`src/rtl/bdm_pkg.sv`:
```
package bdm_pkg;
  localparam int OWN_BIT = 7;
  localparam int CNT_LSB = 16;
  localparam int WORD_W  = 32;

  typedef enum logic [2:0] {
    S_IDLE,
    S_RD0,
    S_RD1,
    S_XFER,
    S_WB
  } bdm_state_t;
endpackage

```
`src/rtl/bdm_gate.sv`:
```
module bdm_gate #(
  parameter int NUM_EP = 16,
  localparam int EPW = $clog2(NUM_EP)
) (
  input  logic [NUM_EP-1:0] ep_en,
  input  logic              host,
  input  logic [EPW-1:0]    ep,
  output logic              allow
);
  always_comb begin
    allow = ep_en[ep];
    if (host && (ep != '0)) allow = 1'b0;
  end
endmodule

```
`src/rtl/bdm_addr.sv`:
```
module bdm_addr #(
  parameter int NUM_EP = 16,
  parameter int ADDR_W = 32,
  localparam int EPW    = $clog2(NUM_EP),
  localparam int LOW_W  = EPW + 5,
  localparam int BASE_W = ADDR_W - LOW_W
) (
  input  logic [BASE_W-1:0] base,
  input  logic [EPW-1:0]    ep,
  input  logic              tx,
  input  logic              odd,
  input  logic              word_sel,
  output logic [ADDR_W-1:0] addr
);
  always_comb addr = {base, ep, tx, odd, word_sel, 2'b00};
endmodule

```
`src/rtl/bdm_pp.sv`:
```
module bdm_pp #(
  parameter int NUM_EP = 16,
  localparam int IDX_W  = $clog2(NUM_EP) + 1,
  localparam int NUM_PP = 2 * NUM_EP
) (
  input  logic             clk,
  input  logic             rst,
  input  logic [IDX_W-1:0] rd_idx,
  output logic             rd_odd,
  input  logic             tgl_en,
  input  logic [IDX_W-1:0] tgl_idx
);
  logic [NUM_PP-1:0] bits;

  for (genvar i = 0; i < NUM_PP; i++) begin : g_bit
    always_ff @(posedge clk) begin
      if (rst)                                    bits[i] <= 1'b0;
      else if (tgl_en && (tgl_idx == IDX_W'(i)))  bits[i] <= ~bits[i];
    end
  end

  assign rd_odd = bits[rd_idx];

  a_r8_reset_even: assert property (@(posedge clk) rst |=> (bits == '0));
  a_r7_single_flip: assert property (@(posedge clk) disable iff (rst)
    tgl_en |=> ($countones(bits ^ $past(bits)) == 1));
  a_r3_hold: assert property (@(posedge clk) disable iff (rst)
    !tgl_en |=> $stable(bits));
endmodule

```
`src/rtl/bd_pingpong_mgr.sv`:
```
module bd_pingpong_mgr
  import bdm_pkg::*;
#(
  parameter int NUM_EP = 16,
  parameter int ADDR_W = 32,
  parameter int CNT_W  = 10
) (
  input  logic                            clk,
  input  logic                            rst,
  input  logic [ADDR_W-$clog2(NUM_EP)-6:0] cfg_base,
  input  logic [NUM_EP-1:0]               cfg_ep_en,
  input  logic                            cfg_host,
  input  logic                            req_valid,
  output logic                            req_ready,
  input  logic [$clog2(NUM_EP)-1:0]       req_ep,
  input  logic                            req_tx,
  output logic                            rsp_valid,
  output logic                            rsp_ok,
  output logic                            rsp_nak,
  output logic                            rsp_reject,
  output logic                            rsp_odd,
  output logic [31:0]                     rsp_buf_addr,
  output logic [CNT_W-1:0]                rsp_byte_cnt,
  input  logic                            done_valid,
  input  logic [CNT_W-1:0]                done_cnt,
  output logic                            mem_req,
  output logic                            mem_we,
  output logic [ADDR_W-1:0]               mem_addr,
  output logic [31:0]                     mem_wdata,
  input  logic                            mem_ack,
  input  logic [31:0]                     mem_rdata
);
  localparam int EPW   = $clog2(NUM_EP);
  localparam int LOW_W = EPW + 5;

  bdm_state_t       state;
  logic [EPW-1:0]   ep_q;
  logic             tx_q;
  logic             odd_q;
  logic [31:0]      w0_q;
  logic [CNT_W-1:0] dcnt_q;
  logic             allow;
  logic             cur_odd;
  logic             accept;
  logic             pp_tgl;

  bdm_gate #(.NUM_EP(NUM_EP)) u_gate (
    .ep_en (cfg_ep_en),
    .host  (cfg_host),
    .ep    (req_ep),
    .allow (allow)
  );

  bdm_pp #(.NUM_EP(NUM_EP)) u_pp (
    .clk     (clk),
    .rst     (rst),
    .rd_idx  ({req_ep, req_tx}),
    .rd_odd  (cur_odd),
    .tgl_en  (pp_tgl),
    .tgl_idx ({ep_q, tx_q})
  );

  bdm_addr #(.NUM_EP(NUM_EP), .ADDR_W(ADDR_W)) u_addr (
    .base     (cfg_base),
    .ep       (ep_q),
    .tx       (tx_q),
    .odd      (odd_q),
    .word_sel (state == S_RD1),
    .addr     (mem_addr)
  );

  assign req_ready = (state == S_IDLE) && !rsp_valid;
  assign accept    = req_valid && req_ready;
  assign pp_tgl    = (state == S_WB) && mem_ack;
  assign mem_req   = (state == S_RD0) || (state == S_RD1) || (state == S_WB);
  assign mem_we    = (state == S_WB);

  always_comb begin
    mem_wdata = w0_q;
    mem_wdata[CNT_LSB +: CNT_W] = dcnt_q;
    mem_wdata[OWN_BIT] = 1'b0;
  end

  always_ff @(posedge clk) begin
    if (rst) begin
      state        <= S_IDLE;
      ep_q         <= '0;
      tx_q         <= 1'b0;
      odd_q        <= 1'b0;
      w0_q         <= '0;
      dcnt_q       <= '0;
      rsp_valid    <= 1'b0;
      rsp_ok       <= 1'b0;
      rsp_nak      <= 1'b0;
      rsp_reject   <= 1'b0;
      rsp_odd      <= 1'b0;
      rsp_buf_addr <= '0;
      rsp_byte_cnt <= '0;
    end else begin
      rsp_valid <= 1'b0;
      unique case (state)
        S_IDLE: if (accept) begin
          ep_q  <= req_ep;
          tx_q  <= req_tx;
          odd_q <= cur_odd;
          if (!allow) begin
            rsp_valid  <= 1'b1;
            rsp_ok     <= 1'b0;
            rsp_nak    <= 1'b0;
            rsp_reject <= 1'b1;
            rsp_odd    <= cur_odd;
          end else begin
            state <= S_RD0;
          end
        end
        S_RD0: if (mem_ack) begin
          w0_q         <= mem_rdata;
          rsp_byte_cnt <= mem_rdata[CNT_LSB +: CNT_W];
          if (!mem_rdata[OWN_BIT]) begin
            rsp_valid  <= 1'b1;
            rsp_ok     <= 1'b0;
            rsp_nak    <= 1'b1;
            rsp_reject <= 1'b0;
            rsp_odd    <= odd_q;
            state      <= S_IDLE;
          end else begin
            state <= S_RD1;
          end
        end
        S_RD1: if (mem_ack) begin
          rsp_buf_addr <= mem_rdata;
          rsp_valid    <= 1'b1;
          rsp_ok       <= 1'b1;
          rsp_nak      <= 1'b0;
          rsp_reject   <= 1'b0;
          rsp_odd      <= odd_q;
          state        <= S_XFER;
        end
        S_XFER: if (done_valid) begin
          dcnt_q <= done_cnt;
          state  <= S_WB;
        end
        S_WB: if (mem_ack) state <= S_IDLE;
        default: state <= S_IDLE;
      endcase
    end
  end

  a_r1_req_hold: assert property (@(posedge clk) disable iff (rst)
    (mem_req && !mem_ack) |=> (mem_req && $stable(mem_addr) && $stable(mem_we)));
  a_r1_table_base: assert property (@(posedge clk) disable iff (rst)
    mem_req |-> (mem_addr[ADDR_W-1:LOW_W] == cfg_base) && (mem_addr[1:0] == 2'b00));
  a_r5_host_ep0: assert property (@(posedge clk) disable iff (rst)
    (mem_req && cfg_host) |-> (mem_addr[LOW_W-1:5] == '0));
  a_r6_own_released: assert property (@(posedge clk) disable iff (rst)
    (mem_req && mem_we) |-> !mem_wdata[OWN_BIT]);
  a_r4_reject_no_mem: assert property (@(posedge clk) disable iff (rst)
    (rsp_valid && rsp_reject) |-> !$past(mem_req));
  a_r10_one_outcome: assert property (@(posedge clk) disable iff (rst)
    rsp_valid |-> ($countones({rsp_ok, rsp_nak, rsp_reject}) == 1));
  a_r10_pulse: assert property (@(posedge clk) disable iff (rst)
    rsp_valid |=> !rsp_valid);
  a_r9_busy: assert property (@(posedge clk) disable iff (rst)
    mem_req |-> !req_ready);
endmodule

```
`config.mk`:
```
export PLATFORM = sky130hd
export DESIGN_NAME = bd_pingpong_mgr
export DESIGN_NICKNAME = d
export VERILOG_FILES = /design/src/rtl/bdm_pkg.sv /design/src/rtl/bdm_gate.sv /design/src/rtl/bdm_addr.sv /design/src/rtl/bdm_pp.sv /design/src/rtl/bd_pingpong_mgr.sv
export SDC_FILE = /design/constraint.sdc
export NUM_CORES = 1
export LEC_CHECK = 0
export BUFFER_PORTS_ARGS = -buffer_cell sky130_fd_sc_hd__clkbuf_2
export CORE_ASPECT_RATIO = 0.6
export CORE_MARGIN = 4
export CORE_UTILIZATION = 52
export CTS_CLUSTER_DIAMETER = 60
export DETAILED_ROUTE_END_ITERATION = 10
export GPL_TIMING_DRIVEN = 0
export HOLD_SLACK_MARGIN = 0.08
export PLACE_DENSITY = 0.85
export SYNTH_ARGS = -nofsm -noshare
export SYNTH_HDL_FRONTEND = slang
export SYNTH_SLANG_ARGS = --single-unit
export TNS_END_PERCENT = 50
```
`constraint.sdc`:
```
create_clock -name clk -period 6.9 [get_ports clk]
set_clock_uncertainty 0.2 [all_clocks]
set_input_delay 0.69 -clock clk [delete_from_list [all_inputs] [get_ports clk]]
set_output_delay 0.69 -clock clk [all_outputs]
set_load 0.005 [all_outputs]
```
# == Word level (Yosys, flattened, before mapping) ==
# Index checks and enable logic that the tools add are counted.
# totals
regBits,130
in_bits,92
out_inout_bits,114
wordCells,209
# op_classes
n_lt_le_gt_ge,2
eq_ne,43
mux,38
bitwise_logic,32
reduce_logical,49
# ops
op,count
== test 5 bit (second input constant),16
== test 5 x 4 -> 1 bit (second input constant),8
logical AND 1 bit,36
inverter 1 bit,32
2-to-1 mux 1 bit,23
== test 5 x 3 -> 1 bit (second input constant),4
2-to-1 mux 3 bit,6
case mux 1 bit (3 select lines),5
case mux 3 bit (5 select lines),1
!= test 2 bit (second input constant),7
AND reduction 6 bit,2
== test 5 x 2 -> 1 bit (second input constant),2
AND reduction 2 bit,4
== test 3 x 2 -> 1 bit (second input constant),2
< comparator 5 x 6 -> 1 bit (second input constant),1
binary-select mux 1 bit (select 5 bit),1
== test 5 x 1 -> 1 bit (second input constant),1
logical NOT 5 bit,1
< comparator 4 x 5 -> 1 bit (second input constant),1
binary-select mux 1 bit (select 4 bit),1
nonzero test 4 bit,1
== test 3 x 1 -> 1 bit (second input constant),1
== test 3 bit (second input constant),1
logical NOT 3 bit,1
other kinds (5),6

# == Logic depth before layout (Yosys ltp) ==
# depth
word_depth,6
mapped_depth,8

# == Cells and area by module ==
# Synthesis repeated with hierarchy kept, for this count alone.
# unflattened
cells_unflattened,650
hier_area_um2,5292.6
# by_module_without_submodules
mod,n_inst,cells_each,area_each_um2,seq_area_each_um2
bd_pingpong_mgr,1,407,3226.8,1741.7
bdm_pp,1,193,1655.3,640.6
bdm_addr,1,33,244.0,0.0
bdm_gate,1,17,166.4,0.0

# == Least setup slack after synthesis ==
# OpenSTA, ideal clock, no wires.
# synth_timing
kind,input-to-reg
start,input req_ep[2]
end,register rsp_odd
setup_time_ps,59
arrival_ps,2450
t_required_ps,6641
setup_slack_ps,4191
path_stages,7
path_cell_list,clkbuf_1 mux4_2 mux4_2 a21oi_2 nor2_2 a2111o_1 nand2_1
# synth_via
elab_chain_cells,5
# synth_lines
item,line,text
start: declaration,bd_pingpong_mgr.sv:15,"input logic [$clog2(NUM_EP)-1:0] req_ep,"
"binary-select mux 1 bit (select 5 bit), or another cell as far along",bdm_pp.sv:22,assign rd_odd = bits[rd_idx];
"2-to-1 mux 1 bit (implied by the code), or another cell as far along",bdm_pp.sv:22,
2-to-1 mux 1 bit (on tied branches),"bd_pingpong_mgr.sv:106, bdm_gate.sv:12",
2-to-1 mux 1 bit or != test 2 bit (tied branches),--,
case mux 1 bit (3 select lines) or AND reduction 6 bit (tied branches),--,
end signal: assignment,bd_pingpong_mgr.sv:111,rsp_odd <= cur_odd;
end signal: assignment,bd_pingpong_mgr.sv:124,rsp_odd <= odd_q;
end signal: assignment,bd_pingpong_mgr.sv:136,rsp_odd <= odd_q;
end: declaration,bd_pingpong_mgr.sv:21,"output logic rsp_odd,"
# Several ways; a longest one is shown, not always the timed one. The select of a mux whose other input is x is not followed.
# A chain may end at the register's enable or synchronous reset.

# == Worst setup path in the final report ==
# layout_timing
start,register state[2]
end,register u_pp.bits[20]
# layout_via
elab_chain_cells,3
# layout_lines
item,line,text
start: declaration,bd_pingpong_mgr.sv:36,bdm_state_t state;
start signal: assignment,bd_pingpong_mgr.sv:86,state <= S_IDLE;
start signal: assignment,bd_pingpong_mgr.sv:113,state <= S_RD0;
start signal: assignment,bd_pingpong_mgr.sv:125,state <= S_IDLE;
== test 3 bit,bd_pingpong_mgr.sv:74,assign pp_tgl = (state == S_WB) && mem_ack;
logical AND 1 bit,bd_pingpong_mgr.sv:74,
logical AND 1 bit,bdm_pp.sv:18,else if (tgl_en && (tgl_idx == IDX_W'(i))) bits[i] <= ~bits[i];
end signal: indexed assignment,bdm_pp.sv:18,
end: declaration,bdm_pp.sv:13,logic [NUM_PP-1:0] bits;
# No other way between the ends.

==> run_results.csv <==
group,metric,value,unit
setup_path,path_buf_inv,1,
layout,antenna_cells,0,
setup_path,required,6980,ps
synthesis,syn_area,5110,um^2
pwr,power,1.89,mW
floorplanning,die-area,11500,um^2
global_route,grt_usage,0.273,
cts,post-cts-setup-buffers,0,
cts,cts_buffers,17,
cts,ctsResizeCount,0,
global_route,grt_pass1_wl,24900,um
synthesis,synth_top_family_by_area,"simple AND/OR/NAND/NOR gates",
synthesis,synth_mux_area_frac,0.0592,
synthesis,yosysTopAreaCell,"dfxtp_1",
synthesis,netlist.area_leader.share,0.466,
synthesis,yosysMostFrequentCell,"nand2_1",
drt,drt_iter0_drc,525,
drt,drt_wl_total,16100,um
floorplanning,die_x,136,um
setup_path,max_stage_delay,550,ps
drt,vias_per_cell,5.43,
synthesis,syn_inst,630,
setup_path,crit_arrival,2830,ps
synthesis,synthSimpleGateAreaFrac,0.230,
placement,io_buffers,174,
timing,timing.final.crit_share,0.399,
pwr,p_leak,2.87,nW
timing,max_freq,364,MHz
cts,ctsRootBufferMaster,"clkbuf_16",
placement,gp_congestion,0.921,
timing,tns,0,ps
synthesis,ys_seq_area_frac,0.466,
synthesis,ys_top_cells_by_count,"183 x nand2_1, 119 x dfxtp_1, 92 x a21oi_1, 40 x nor2_1, 37 x clkbuf_1",
global_route,grt_overflow,0,
layout,drive_above_1_share,0.296,
global_route,antenna_found_initial,0,
synthesis,ys_top_cells_by_area,"dfxtp_1 47%, nand2_1 13%, a21oi_1 9.0%, buf_4 4.3%, xor2_1 4.1%",
cts,cts_hold_buffers,0,
synthesis,async_flop_share,0,
cts,cts_htree_levels,4,
synthesis,synth-adder-area-share,0,
setup_path,crit_chain,"clkbuf_1 -> nor3b_2 -> nand3b_1 -> nor2_1 -> nand2_1 -> xor2_1 -> nor2_1",
pwr,power_density,280,nW/um^2
synthesis,synth_xor_area_frac,0.0480,
drt,drc_errors,0,
layout,synthToLayoutAreaGrowth,32.2,%
global_route,grt_pass1_vias,5143,
synthesis,yosysWarnings,0,
drt,detailroute.via_count,5246,
setup_path,crit_fanout,10,
timing,max-slew-margin-rel,0.399,
floorplanning,core_area,9390,um^2
floorplanning,die_height,84.8,um
timing,worstMarginPinSlew,894,ps
cts,clkTransAtPathRegs,60,ps
hold_path,hold_class,"reg -> reg",
floorplanning,io_pins,206,
drt,ant_nets,0,
drt,wl_per_cell,16.6,um
layout,instances_no_fill,967,
global_route,grt_max_degree,17,
floorplanning,core.rowCount,27,
timing,period_minus_slack,2750,ps
timing,rsz0062_at_grt,"no",
synthesis,synth_area_per_cell,8.12,um^2
cts,cts_tree,"done",
synthesis,yosys.cell_types.count,44,
setup_path,crit_slowest_cell,"nor2_1",
cts,clock_path_buffers,2,
placement,dp.cells,936,
cts,clkSinkCount,119,
synthesis,synth_seq_cells,119,
setup_path,endpoint_kind,"flip-flop",
drt,drtPass1Iterations,6,
layout,nets,917,
status,status,"completed",
synthesis,yosys_most_used_dff,"dfxtp_1",
cts,insertion_delay,410,ps
synthesis,synth_compound_area_frac,0.119,
timing,setup_viol_count_final,0,
job,drv_cap,0,
timing,maxSlewViolCount,0,
setup_path,cp_common_cell,"nor2_1",
timing,hold_violations,0,
setup_path,cp-start-kind,"flip-flop",
floorplanning,start_util,0.544,
pwr,ir_worst_vdd,0.000201,V
placement,place_hpwl,12000,um
setup_path,path_class,"reg -> reg",
setup_path,cpLargestDelayFamily,"simple AND/OR/NAND/NOR gates",
synthesis,synth_edf_count,0,
==> registers in the layout, summed over array words and instances (netlist names), 3 cells and up <==
name and flops:
rsp_buf_addr 32, rsp_byte_cnt 9, dcnt_q 10, w0_q 22, state 3, ep_q 4
u_pp.bits 32
==> where the power goes <==
| part | internal (mW) | leakage (nW) | total, mW | switching (mW) |
|---|---|---|---|---|
| registers | 0.717 | 0.962 | 0.738 | 0.0211 |
| logic | 0.103 | 1.62 | 0.251 | 0.148 |
| clock network | 0.583 | 0.287 | 0.902 | 0.319 |
==> area by class of cell <==
class | instances | area (um^2)
Tap cell | 130 | 163
Buffer | 71 | 385
Clock buffer | 19 | 453
Timing Repair Buffer | 174 | 871
Multi-Input combinational cell | 440 | 2350
Sequential cell | 119 | 2380
Inverter | 2 | 7.51
Fill cell | 730 | 2630
Clock inverter | 12 | 153
==> placed cells by master (no fill, tap or decap), types with 6 or more instances in the layout <==
| cell type | synthesis | layout |
|---|---|---|
| nand3_1 | 12 | 12 |
| buf_4 | 29 | 29 |
| clkbuf_16 | 0 | 17 |
| nand2_1 | 183 | 183 |
| a22oi_1 | 6 | 6 |
| clkbuf_1 | 37 | 37 |
| a21oi_1 | 92 | 92 |
| nor2_1 | 40 | 40 |
| clkbuf_2 | 0 | 174 |
| nor3_1 | 6 | 6 |
| xor2_1 | 24 | 24 |
| mux2i_1 | 19 | 19 |
| dfxtp_1 | 119 | 119 |
| nand2b_1 | 6 | 6 |
==> logic make-up after synthesis <==
| family | count (synthesis) |
|---|---|
| other cells | 1 |
| xor+xnor | 28 |
| flops | 119 |
| compound gates | 110 |
| mux | 24 |
| simple gates | 275 |
| buf+inv | 73 |
==> routing by layer <==
layer | routed length [um] | global-route usage | vias up
li1 | - | - | 2445
met1 | 6710 | 0.356 | 2430
met2 | 7360 | 0.437 | 336
met3 | 1660 | 0.0664 | 35
met4 | 321 | 0.110 | 0
met5 | 0 | 0 | -
==> worst min-delay path: stages (launching register included) <==
cell	delay, ps
dfxtp_1	310
nand2_1	50
a21oi_1	50
==> path summary, 6_finish.rpt <==
kind | startpoint | endpoint | slack (ps) | cells past startpoint
hold reg to reg | rsp_byte_cnt[5] | rsp_byte_cnt[5] | 260 | 2
setup / recovery | state[2] | u_pp.bits[20] | 4150 | 7
hold / removal | rsp_byte_cnt[5] | rsp_byte_cnt[5] | 260 | 2
setup reg to reg | state[2] | u_pp.bits[20] | 4150 | 7
==> per-stage QoR <==
| step | setup WS [ps] | hold slack (ps) | instance area (um^2) | utilization |
|---|---|---|---|---|
| after floorplan | 4190 | 253 | 5120 | - |
| after global routing | 4000 | 273 | 6760 | 0.720 |
| after detailed placement | 3940 | 249 | 6150 | 0.655 |
| after global placement | 4000 | 243 | 6150 | 0.655 |
| final | 4150 | 257 | 6760 | 0.720 |
| after CTS | 4180 | 257 | 6760 | 0.720 |
No activity file was read; power rests on OpenSTA's default activity.
